### src/rtl/i2c_rb_pkg.sv
package i2c_rb_pkg;

    localparam int unsigned RB_DW = 16;   // register word width
    localparam int unsigned RB_PW = 16;   // register pointer width

    typedef enum logic [2:0] {
        ST_IDLE,
        ST_RECV,
        ST_ACK_OUT,
        ST_SEND,
        ST_ACK_IN,
        ST_SEND_NEXT
    } rb_state_e;

    // which byte of the transfer is being received
    typedef enum logic [2:0] {
        BK_DEV,
        BK_PTR_HI,
        BK_PTR_LO,
        BK_DAT_HI,
        BK_DAT_LO
    } rb_kind_e;

endpackage

### src/rtl/i2c_rb_sync.sv
module i2c_rb_sync #(
    parameter int unsigned STAGES = 2
) (
    input  logic clk,
    input  logic rst_n,
    input  logic scl_i,
    input  logic sda_i,
    output logic sda_s,
    output logic scl_rise,
    output logic scl_fall,
    output logic start_det,
    output logic stop_det
);

    logic [STAGES-1:0] scl_pipe;
    logic [STAGES-1:0] sda_pipe;
    logic              scl_prev;
    logic              sda_prev;
    logic              scl_s;

    always_ff @(posedge clk or negedge rst_n) begin
        if (!rst_n) begin
            scl_pipe <= '1;
            sda_pipe <= '1;
            scl_prev <= 1'b1;
            sda_prev <= 1'b1;
        end else begin
            scl_pipe <= {scl_pipe[STAGES-2:0], scl_i};
            sda_pipe <= {sda_pipe[STAGES-2:0], sda_i};
            scl_prev <= scl_pipe[STAGES-1];
            sda_prev <= sda_pipe[STAGES-1];
        end
    end

    assign scl_s     = scl_pipe[STAGES-1];
    assign sda_s     = sda_pipe[STAGES-1];
    assign scl_rise  = scl_s & ~scl_prev;
    assign scl_fall  = ~scl_s & scl_prev;
    assign start_det = scl_s & scl_prev & sda_prev & ~sda_s;
    assign stop_det  = scl_s & scl_prev & ~sda_prev & sda_s;

endmodule

### src/rtl/i2c_rb_regfile.sv
module i2c_rb_regfile #(
    parameter int unsigned DW    = 16,
    parameter int unsigned DEPTH = 16,
    localparam int unsigned IW   = $clog2(DEPTH)
) (
    input  logic          clk,
    input  logic          rst_n,
    input  logic          we,
    input  logic [IW-1:0] waddr,
    input  logic [DW-1:0] wdata,
    input  logic [IW-1:0] raddr,
    output logic [DW-1:0] rdata
);

    logic [DW-1:0] mem [DEPTH];

    always_ff @(posedge clk or negedge rst_n) begin
        if (!rst_n) begin
            for (int i = 0; i < DEPTH; i++) mem[i] <= '0;
        end else if (we) begin
            mem[waddr] <= wdata;
        end
    end

    assign rdata = mem[raddr];

endmodule

### src/rtl/i2c_regbank_slave.sv
module i2c_regbank_slave
    import i2c_rb_pkg::*;
#(
    parameter int unsigned DEPTH       = 16,
    parameter int unsigned SYNC_STAGES = 2,
    parameter logic [6:0]  DEV_ID_LO   = 7'h34,
    parameter logic [6:0]  DEV_ID_HI   = 7'h36
) (
    input  logic clk,
    input  logic rst_n,
    input  logic scl_i,
    input  logic sda_i,
    output logic sda_oe,
    input  logic id_sel,
    input  logic wr_only
);

    localparam int unsigned IW = $clog2(DEPTH);

    logic sda_s, scl_rise, scl_fall, start_det, stop_det;

    rb_state_e         state_q, state_d;
    rb_kind_e          kind_q, kind_d;
    logic [3:0]        bitcnt_q, bitcnt_d;
    logic [7:0]        rx_sh_q, rx_sh_d;
    logic [7:0]        tx_sh_q, tx_sh_d;
    logic [7:0]        hold_q, hold_d;
    logic [RB_PW-1:0]  ptr_q, ptr_d;
    logic              rd_mode_q, rd_mode_d;
    logic              lo_half_q, lo_half_d;
    logic              oe_q, oe_d;

    logic              we;
    logic [RB_DW-1:0]  wdata;
    logic [RB_DW-1:0]  rdata;
    logic [7:0]        next_byte;
    logic              dev_hit;

    i2c_rb_sync #(.STAGES(SYNC_STAGES)) u_sync (
        .clk       (clk),
        .rst_n     (rst_n),
        .scl_i     (scl_i),
        .sda_i     (sda_i),
        .sda_s     (sda_s),
        .scl_rise  (scl_rise),
        .scl_fall  (scl_fall),
        .start_det (start_det),
        .stop_det  (stop_det)
    );

    i2c_rb_regfile #(.DW(RB_DW), .DEPTH(DEPTH)) u_regs (
        .clk   (clk),
        .rst_n (rst_n),
        .we    (we),
        .waddr (ptr_q[IW-1:0]),
        .wdata (wdata),
        .raddr (ptr_q[IW-1:0]),
        .rdata (rdata)
    );

    assign dev_hit   = (rx_sh_q[7:1] == (id_sel ? DEV_ID_HI : DEV_ID_LO));
    assign next_byte = lo_half_q ? rdata[7:0] : rdata[15:8];
    assign wdata     = {hold_q, rx_sh_q};

    // state register
    always_ff @(posedge clk or negedge rst_n) begin
        if (!rst_n) begin
            state_q   <= ST_IDLE;
            kind_q    <= BK_DEV;
            bitcnt_q  <= '0;
            rx_sh_q   <= '0;
            tx_sh_q   <= '0;
            hold_q    <= '0;
            ptr_q     <= '0;
            rd_mode_q <= 1'b0;
            lo_half_q <= 1'b0;
        end else begin
            state_q   <= state_d;
            kind_q    <= kind_d;
            bitcnt_q  <= bitcnt_d;
            rx_sh_q   <= rx_sh_d;
            tx_sh_q   <= tx_sh_d;
            hold_q    <= hold_d;
            ptr_q     <= ptr_d;
            rd_mode_q <= rd_mode_d;
            lo_half_q <= lo_half_d;
        end
    end

    // output register
    always_ff @(posedge clk or negedge rst_n) begin
        if (!rst_n) oe_q <= 1'b0;
        else        oe_q <= oe_d;
    end

    assign sda_oe = oe_q;

    // next state and datapath
    always_comb begin
        state_d   = state_q;
        kind_d    = kind_q;
        bitcnt_d  = bitcnt_q;
        rx_sh_d   = rx_sh_q;
        tx_sh_d   = tx_sh_q;
        hold_d    = hold_q;
        ptr_d     = ptr_q;
        rd_mode_d = rd_mode_q;
        lo_half_d = lo_half_q;
        oe_d      = oe_q;
        we        = 1'b0;

        if (stop_det) begin
            state_d = ST_IDLE;
            oe_d    = 1'b0;
        end else if (start_det) begin
            state_d  = ST_RECV;
            kind_d   = BK_DEV;
            bitcnt_d = '0;
            oe_d     = 1'b0;
        end else begin
            unique case (state_q)
                ST_IDLE: begin
                end
                ST_RECV: begin
                    if (scl_rise && bitcnt_q != 4'd8) begin
                        rx_sh_d  = {rx_sh_q[6:0], sda_s};
                        bitcnt_d = bitcnt_q + 4'd1;
                    end else if (scl_fall && bitcnt_q == 4'd8) begin
                        state_d = ST_ACK_OUT;
                        oe_d    = 1'b1;
                        case (kind_q)
                            BK_DEV: begin
                                if (dev_hit && !(rx_sh_q[0] && wr_only)) begin
                                    rd_mode_d = rx_sh_q[0];
                                    kind_d    = BK_PTR_HI;
                                end else begin
                                    state_d = ST_IDLE;
                                    oe_d    = 1'b0;
                                end
                            end
                            BK_PTR_HI: begin
                                ptr_d[15:8] = rx_sh_q;
                                kind_d      = BK_PTR_LO;
                            end
                            BK_PTR_LO: begin
                                ptr_d[7:0] = rx_sh_q;
                                kind_d     = BK_DAT_HI;
                            end
                            BK_DAT_HI: begin
                                hold_d = rx_sh_q;
                                kind_d = BK_DAT_LO;
                            end
                            BK_DAT_LO: begin
                                we     = 1'b1;
                                ptr_d  = ptr_q + 16'd1;
                                kind_d = BK_DAT_HI;
                            end
                            default: begin
                                state_d = ST_IDLE;
                                oe_d    = 1'b0;
                            end
                        endcase
                    end
                end
                ST_ACK_OUT: begin
                    if (scl_fall) begin
                        bitcnt_d = '0;
                        if (rd_mode_q) begin
                            state_d   = ST_SEND;
                            lo_half_d = 1'b0;
                            oe_d      = ~rdata[15];
                            tx_sh_d   = {rdata[14:8], 1'b0};
                        end else begin
                            state_d = ST_RECV;
                            oe_d    = 1'b0;
                        end
                    end
                end
                ST_SEND: begin
                    if (scl_rise) begin
                        bitcnt_d = bitcnt_q + 4'd1;
                    end else if (scl_fall) begin
                        if (bitcnt_q == 4'd8) begin
                            state_d   = ST_ACK_IN;
                            oe_d      = 1'b0;
                            lo_half_d = ~lo_half_q;
                            if (lo_half_q) ptr_d = ptr_q + 16'd1;
                        end else begin
                            oe_d    = ~tx_sh_q[7];
                            tx_sh_d = {tx_sh_q[6:0], 1'b0};
                        end
                    end
                end
                ST_ACK_IN: begin
                    if (scl_rise) state_d = sda_s ? ST_IDLE : ST_SEND_NEXT;
                end
                ST_SEND_NEXT: begin
                    if (scl_fall) begin
                        state_d  = ST_SEND;
                        bitcnt_d = '0;
                        oe_d     = ~next_byte[7];
                        tx_sh_d  = {next_byte[6:0], 1'b0};
                    end
                end
                default: begin
                    state_d = ST_IDLE;
                    oe_d    = 1'b0;
                end
            endcase
        end
    end

endmodule

### config.mk
export PLATFORM = sky130hd
export DESIGN_NAME = i2c_regbank_slave
export DESIGN_NICKNAME = d
export VERILOG_FILES = /design/src/rtl/i2c_rb_pkg.sv /design/src/rtl/i2c_rb_sync.sv /design/src/rtl/i2c_rb_regfile.sv /design/src/rtl/i2c_regbank_slave.sv
export SDC_FILE = /design/constraint.sdc
export NUM_CORES = 1
export LEC_CHECK = 0
export ABC_CLOCK_PERIOD_IN_PS = 3500
export BUFFER_PORTS_ARGS = -buffer_cell sky130_fd_sc_hd__buf_2
export CORE_MARGIN = 2
export CORE_UTILIZATION = 37
export DETAILED_ROUTE_END_ITERATION = 6
export GPL_TIMING_DRIVEN = 0
export PLACE_DENSITY_LB_ADDON = 0.25
export SLEW_MARGIN = 20
export SYNTH_ARGS = -nofsm -noshare
export SYNTH_HDL_FRONTEND = slang
export SYNTH_SLANG_ARGS = --single-unit
### constraint.sdc
create_clock -name clk -period 3.5 [get_ports clk]
set_input_delay 0.525 -clock clk [delete_from_list [all_inputs] [get_ports clk]]
set_output_delay 0.525 -clock clk [all_outputs]
set_load 0.1 [all_outputs]
* Word-level counts from Yosys, hierarchy flattened
Cells that the tools add are included.
W data, S select, Z words.
** Storage, ports and cells
- Bits in registers :: 315
- Bits in latches :: 0
- Bits in writable memories :: 0
- Bits in read-only memories :: 0
- Bits of input ports :: 6
- Output and inout bits :: 1
- Memories kept :: 0
** Operators by class
- $add $sub $neg :: 2
- Multipliers :: 0
- Divide/modulo/power cells :: 0
- Order comparisons :: 2
- Equality and inequality tests :: 39
- Shift operators :: 0
- Mux-type cells :: 75
- Bitwise logic cells :: 19
- Reductions and logical operators :: 30
** Operators with widths (count)
- $bwmux W256 :: 1
- $mux W16 :: 9
- $bmux W16 S4 :: 1
- $demux W16 S4 :: 1
- $mux W8 :: 7
- $mux W3 :: 16
- $ne A4 B4 Y1 const B :: 9
- $pmux W16 S2 :: 1
- $pmux W8 S2 :: 2
- $pmux W8 S3 :: 1
- $mux W1 :: 22
- $ne A2 B2 Y1 const B :: 11
- $reduce_and A10 Y1 :: 2
- $pmux W3 S6 :: 1
- $reduce_and A9 Y1 :: 2
- $add A16 B1 Y16 const B :: 1
- $mux W4 :: 4
- $ne A3 B3 Y1 const B :: 5
- $reduce_and A7 Y1 :: 2
- $eq A3 B2 Y1 const B :: 4
- $pmux W3 S4 :: 1
- $pmux W4 S3 :: 1
- $reduce_and A6 Y1 :: 2
- $not A1 Y1 :: 11
- other kinds (27) :: 50

* Depth between registers and ports, before layout
- Word-level depth :: 10
- Depth in mapped cells :: 11
- Gate-level depth less buffers :: 8

* By module
Synthesis repeated with hierarchy kept, for this count alone.
** Second synthesis, totals
- Cell total of the unflattened synthesis :: 963
- Area total of the unflattened synthesis :: 14146.1 um^2
** By module, submodules not included
- i2c_rb_regfile :: instances 1, cells each 712, area each 11587.4 um^2, sequential area each 6406.1 um^2
- i2c_regbank_slave :: instances 1, cells each 241, area each 2368.5 um^2, sequential area each 1001.0 um^2
- i2c_rb_sync :: instances 1, cells each 10, area each 190.2 um^2, sequential area each 157.7 um^2

* Least setup slack after synthesis
Ideal clock, no wire load.
- Path type :: reg-to-reg
- Start point :: register ptr_q[1]
- End point :: register u_regs.mem[237] (netlist bit)
- Arrival :: 2.279 ns
- Data required time :: 3.375 ns
- Slack :: 1.096 ns
- Stages on the path, launching flop included :: 12
- Clock period less this slack :: 2.404 ns
- Path through :: dfrtp_1 buf_2 buf_2 buf_2 buf_2 inv_1 ha_1 and2_1 buf_4 nand2_2 buf_4 mux2_2
** On the way
- Longest elaborated chain between the ends :: 6
- Elaborated cells between the ends (all ways) :: 7
- Those cells by class :: order compare (2); mux (3); bitwise (1); reduce/logical (1)
** RTL lines
- from (decl) :: line i2c_regbank_slave.sv:28 : logic [RB_PW-1:0] ptr_q, ptr_d;
- from (signal assigned) :: line i2c_regbank_slave.sv:84 : ptr_q <= ptr_d;
- $not A4 Y5 (implied by the code) (*) :: line i2c_rb_regfile.sv:21 : mem[waddr] <= wdata;
- $ge A5 B5 Y1 (implied by the code) or $lt A5 B1 Y1 (tied branches) :: line i2c_rb_regfile.sv:21
- $logic_and A1 B1 Y1 (implied by the code) :: line i2c_rb_regfile.sv:21
- $mux W16 (implied by the code) :: line i2c_rb_regfile.sv:21
- $demux W16 S4 (*) :: line i2c_rb_regfile.sv:21
- $bwmux W256 (*) :: line i2c_rb_regfile.sv:21
- to (signal, indexed assignment) :: line i2c_rb_regfile.sv:21
- to (decl) :: line i2c_rb_regfile.sv:15 : logic [DW-1:0] mem [DEPTH];
Every way passes the cells marked *; elsewhere a longest branch is shown, timed or not.
A chain may end at the register's enable or synchronous reset.

* Final worst setup path
- Start point :: register ptr_q[1]
- End point :: register u_regs.mem[106] (netlist bit)
The elaborated chain is that of the path after synthesis.

==> reports/qor.yml <==
final_layout:
  n_fill_cell: 3488
  num-nets-final: 1010
  ratio_of_cells_with_drive_above_1_in_the_final_layout_pct: 32.13
  antennaDiodeCount: 0
  finish.cell_count_without_fillers: 1532
  area_growth_pct: 13.68
critical_path:
  timing.critical_path.required_ns: 3.90
  cp_slowest_cell: "sky130_fd_sc_hd__dfrtp_1"
  worstPathMaxFanout: 10
  arrival_ns: 3.65
  worst_path_largest_cell_delay_ns: 0.38
  path_class: "reg -> reg"
  critPathLaunchType: "flop"
  ordered_cell_list_for_the_critical_path: "buf_2 -> buf_2 -> clkbuf_4 -> clkbuf_4 -> inv_1 -> ha_1 -> and2_1 -> buf_4 -> nand2_2 -> buf_4 -> mux2_1"
  end_kind: "flop"
synthesis:
  synth_cell_type_count: 61
  number_of_flops_mapped_to_enable_cells_by_yosys: 0
  synth_seq_area_share_pct: 53.45
  post_synth_net_total: 962
  async_reset_ff_share_pct: 100.0
  synth_area_per_inst_um2: 14.90
  cell_count_after_synthesis: 950
  ys_warn_count: 0
  cell_area_after_synthesis_um2: 14150
  ys.flop_type: "sky130_fd_sc_hd__dfrtp_1"
  synth_seq_cells: 302
timing:
  hold_slack_ns: 0.1147
  finalCritPeriodShare_pct: 92.87
  setup_violations: 0
  timing_hold_violations_final: 0
  finClkSkew_ns: 0.02238
  worst_slew_pin_slew_ns: 1.035
  layout_min_cycle_time_ns: 3.250
  relSlewSlack_pct: 30.97
  timing.final.max_slew_violations: 0
  max_clock_freq_ghz: 0.3077
  rsz0062_at_grt: "no"
pwr:
  cellLeakagePower_nw: 7.619
  cellPowerDensity_nw_per_um2: 482.8
  ir_drop_mv: 0.2584
clock_tree:
  clk_pin_slew_worst_paths_ns: 0.06
  tritoncts_buffers: 36
  clk_path_buf_depth: 3
  cts.root.buffer_cell: "sky130_fd_sc_hd__clkbuf_16"
  postCtsSetupBuffers: 0
  cts-htree-levels: 2
  clock_sink_count: 302
  clk-insertion-delay-late_ns: 0.52
  cts_tree: "yes"
floorplan:
  chipWidth_um: 199.6
  floorplan_row_count: 71
  core_area_um2: 37670
  num_ports: 7
  chipHeight_um: 199.6
  initial_utilization_pct: 37.58
  fp.dieArea_um2: 39830
detailed_routing:
  via_per_inst: 5.324
  route.antenna.remaining_nets: 0
  detail_route.iter0.violations: 475
  routedWlPerCell_um: 23.85
  routed-via-count: 8157
  wl_mm: 36.53
  drt_pre_antenna_iters: 4
  drt_drc_violations_left: 0
min_path:
  worst_hold_path_type: "in -> reg"
global_routing:
  grt-ovfl-total: 0
  vias_in_the_first_global_route: 8600
  global_route_wire_length_before_repair_mm: 56.15
  antenna_found_initial: 0
  grt_use_total_pct: 19.28
  grt_max_degree: 90
placed_design:
  dp_hpwl_mm: 23.35
  numPortBuffers: 6
  placedCellCount: 1470
  place_congestion: 0.8029
status:
  run_status: "finished clean"
run:
  maxCapViolations: 0
[flip-flops by register name, summed over array words and instances (netlist names), 2 cells and up]
name / count
u_regs.mem: 256
hold_q: 8
rx_sh_q: 8
tx_sh_q: 7
bitcnt_q: 4
ptr_q: 4
kind_q: 3
state_q: 3
u_sync.scl_pipe: 2
u_sync.sda_pipe: 2
[critical path: cells and delay by family (launching register included)]
kind	cells	cell delay [ns]
mux	1	0.36
buf+inv	7	1.76
fa+ha+maj	1	0.18
simple gates	2	0.41
flops	1	0.38
[path summary, 6_finish.rpt]
check	start	endpoint	slack (ns)	cells after the start
min reg2reg	u_sync.scl_pipe[0]	u_sync.scl_pipe[1]	0.35	0
max reg2reg	ptr_q[1]	u_regs.mem[106]	0.25	11
max in group asynchronous	rst_n	u_sync.scl_pipe[1]	1.68	4
max	ptr_q[1]	u_regs.mem[106]	0.25	11
min in group asynchronous	rst_n	u_regs.mem[12]	0.57	2
min	sda_i	u_sync.sda_pipe[0]	0.11	1
[cells in the final DEF, fill, tap and decap left out, types with 12 or more instances in the layout]
master,n
sky130_fd_sc_hd__buf_4,21
sky130_fd_sc_hd__nand2_2,12
sky130_fd_sc_hd__mux2i_1,17
sky130_fd_sc_hd__mux4_2,69
sky130_fd_sc_hd__buf_2,15
sky130_fd_sc_hd__nand2_1,29
sky130_fd_sc_hd__mux2_1,146
sky130_fd_sc_hd__clkbuf_1,46
sky130_fd_sc_hd__dfrtp_1,296
sky130_fd_sc_hd__nor2_1,16
sky130_fd_sc_hd__clkbuf_16,38
sky130_fd_sc_hd__o21ai_0,32
sky130_fd_sc_hd__mux2_2,128
[synthesized netlist by cell type, types with 11 or more instances]
cell / number / share of area (%)
sky130_fd_sc_hd__a21oi_1: 11 / 0.39
sky130_fd_sc_hd__buf_2: 11 / 0.39
sky130_fd_sc_hd__buf_4: 21 / 1.1
sky130_fd_sc_hd__clkbuf_1: 37 / 0.98
sky130_fd_sc_hd__dfrtp_1: 296 / 52
sky130_fd_sc_hd__mux2_1: 146 / 12
sky130_fd_sc_hd__mux2_2: 128 / 10
sky130_fd_sc_hd__mux2i_1: 17 / 1.2
sky130_fd_sc_hd__mux4_2: 69 / 11
sky130_fd_sc_hd__nand2_1: 29 / 0.77
sky130_fd_sc_hd__nand2_2: 12 / 0.53
sky130_fd_sc_hd__nor2_1: 16 / 0.42
sky130_fd_sc_hd__nor3_1: 11 / 0.39
sky130_fd_sc_hd__o21ai_0: 32 / 1.1
[logic make-up after synthesis]
| logic type | count (synthesis) | share of synthesized area [%] |
|---|---|---|
| fa+ha+maj | 6 | 0.5304 |
| flops | 302 | 53.45 |
| mux | 362 | 34.35 |
| simple gates | 115 | 4.668 |
| buf+inv | 85 | 3.342 |
| compound gates | 77 | 3.474 |
| xor+xnor | 3 | 0.1857 |
[where the power goes]
part	leakage, nW	internal [mW]	total [mW]	switching [mW]
clock	0.570	2.19	3.64	1.45
sequential	4.19	3.55	3.59	0.0475
combinational	2.86	0.140	0.529	0.389
total	7.62	5.88	7.77	1.89
[stage by stage]
stage	power (mW)	util, %	instance area (um^2)	worst slack [ns]	setup TNS, ns
2_1_floorplan	3.930	-	14150	1.096	0
3_3_place_gp	4.175	39.35	14820	-4.017	-1192.33
3_5_place_dp	4.189	39.60	14920	0.08979	0
4_1_cts	7.846	42.70	16080	0.06512	0
5_1_grt	8.060	42.72	16090	0.06319	0
6_report	7.767	42.72	16090	0.2496	0
[what timing repair did]
item | 4_1_cts | 5_1_grt
gates resized for setup | 0 | 2
hold endpoints to repair | 3 | 0
setup endpoints to repair | 0 | 31
hold buffers | 1 | 0
[routing by layer]
metal | vias to the layer above | routed length (um) | track usage (%)
met2 | 143 | 17490 | 31.56
met5 | - | 0 | 0
met4 | 0 | 674 | 4.390
met3 | 45 | 1582 | 2.852
li1 | 3616 | - | -
met1 | 4353 | 16780 | 27.17
[layout make-up]
type / instances / area (um^2) / area share [%]
Buffer: 78 / 452.9 / 2.815
Clock buffer: 57 / 1122 / 6.976
Clock inverter: 4 / 35.03 / 0.2177
Inverter: 7 / 26.28 / 0.1633
Multi-Input combinational cell: 563 / 6116 / 38.01
Sequential cell: 302 / 7565 / 47.02
Tap cell: 511 / 639.4 / 3.974
Timing Repair Buffer: 10 / 132.6 / 0.8243
No activity file was read; power rests on OpenSTA's default activity.
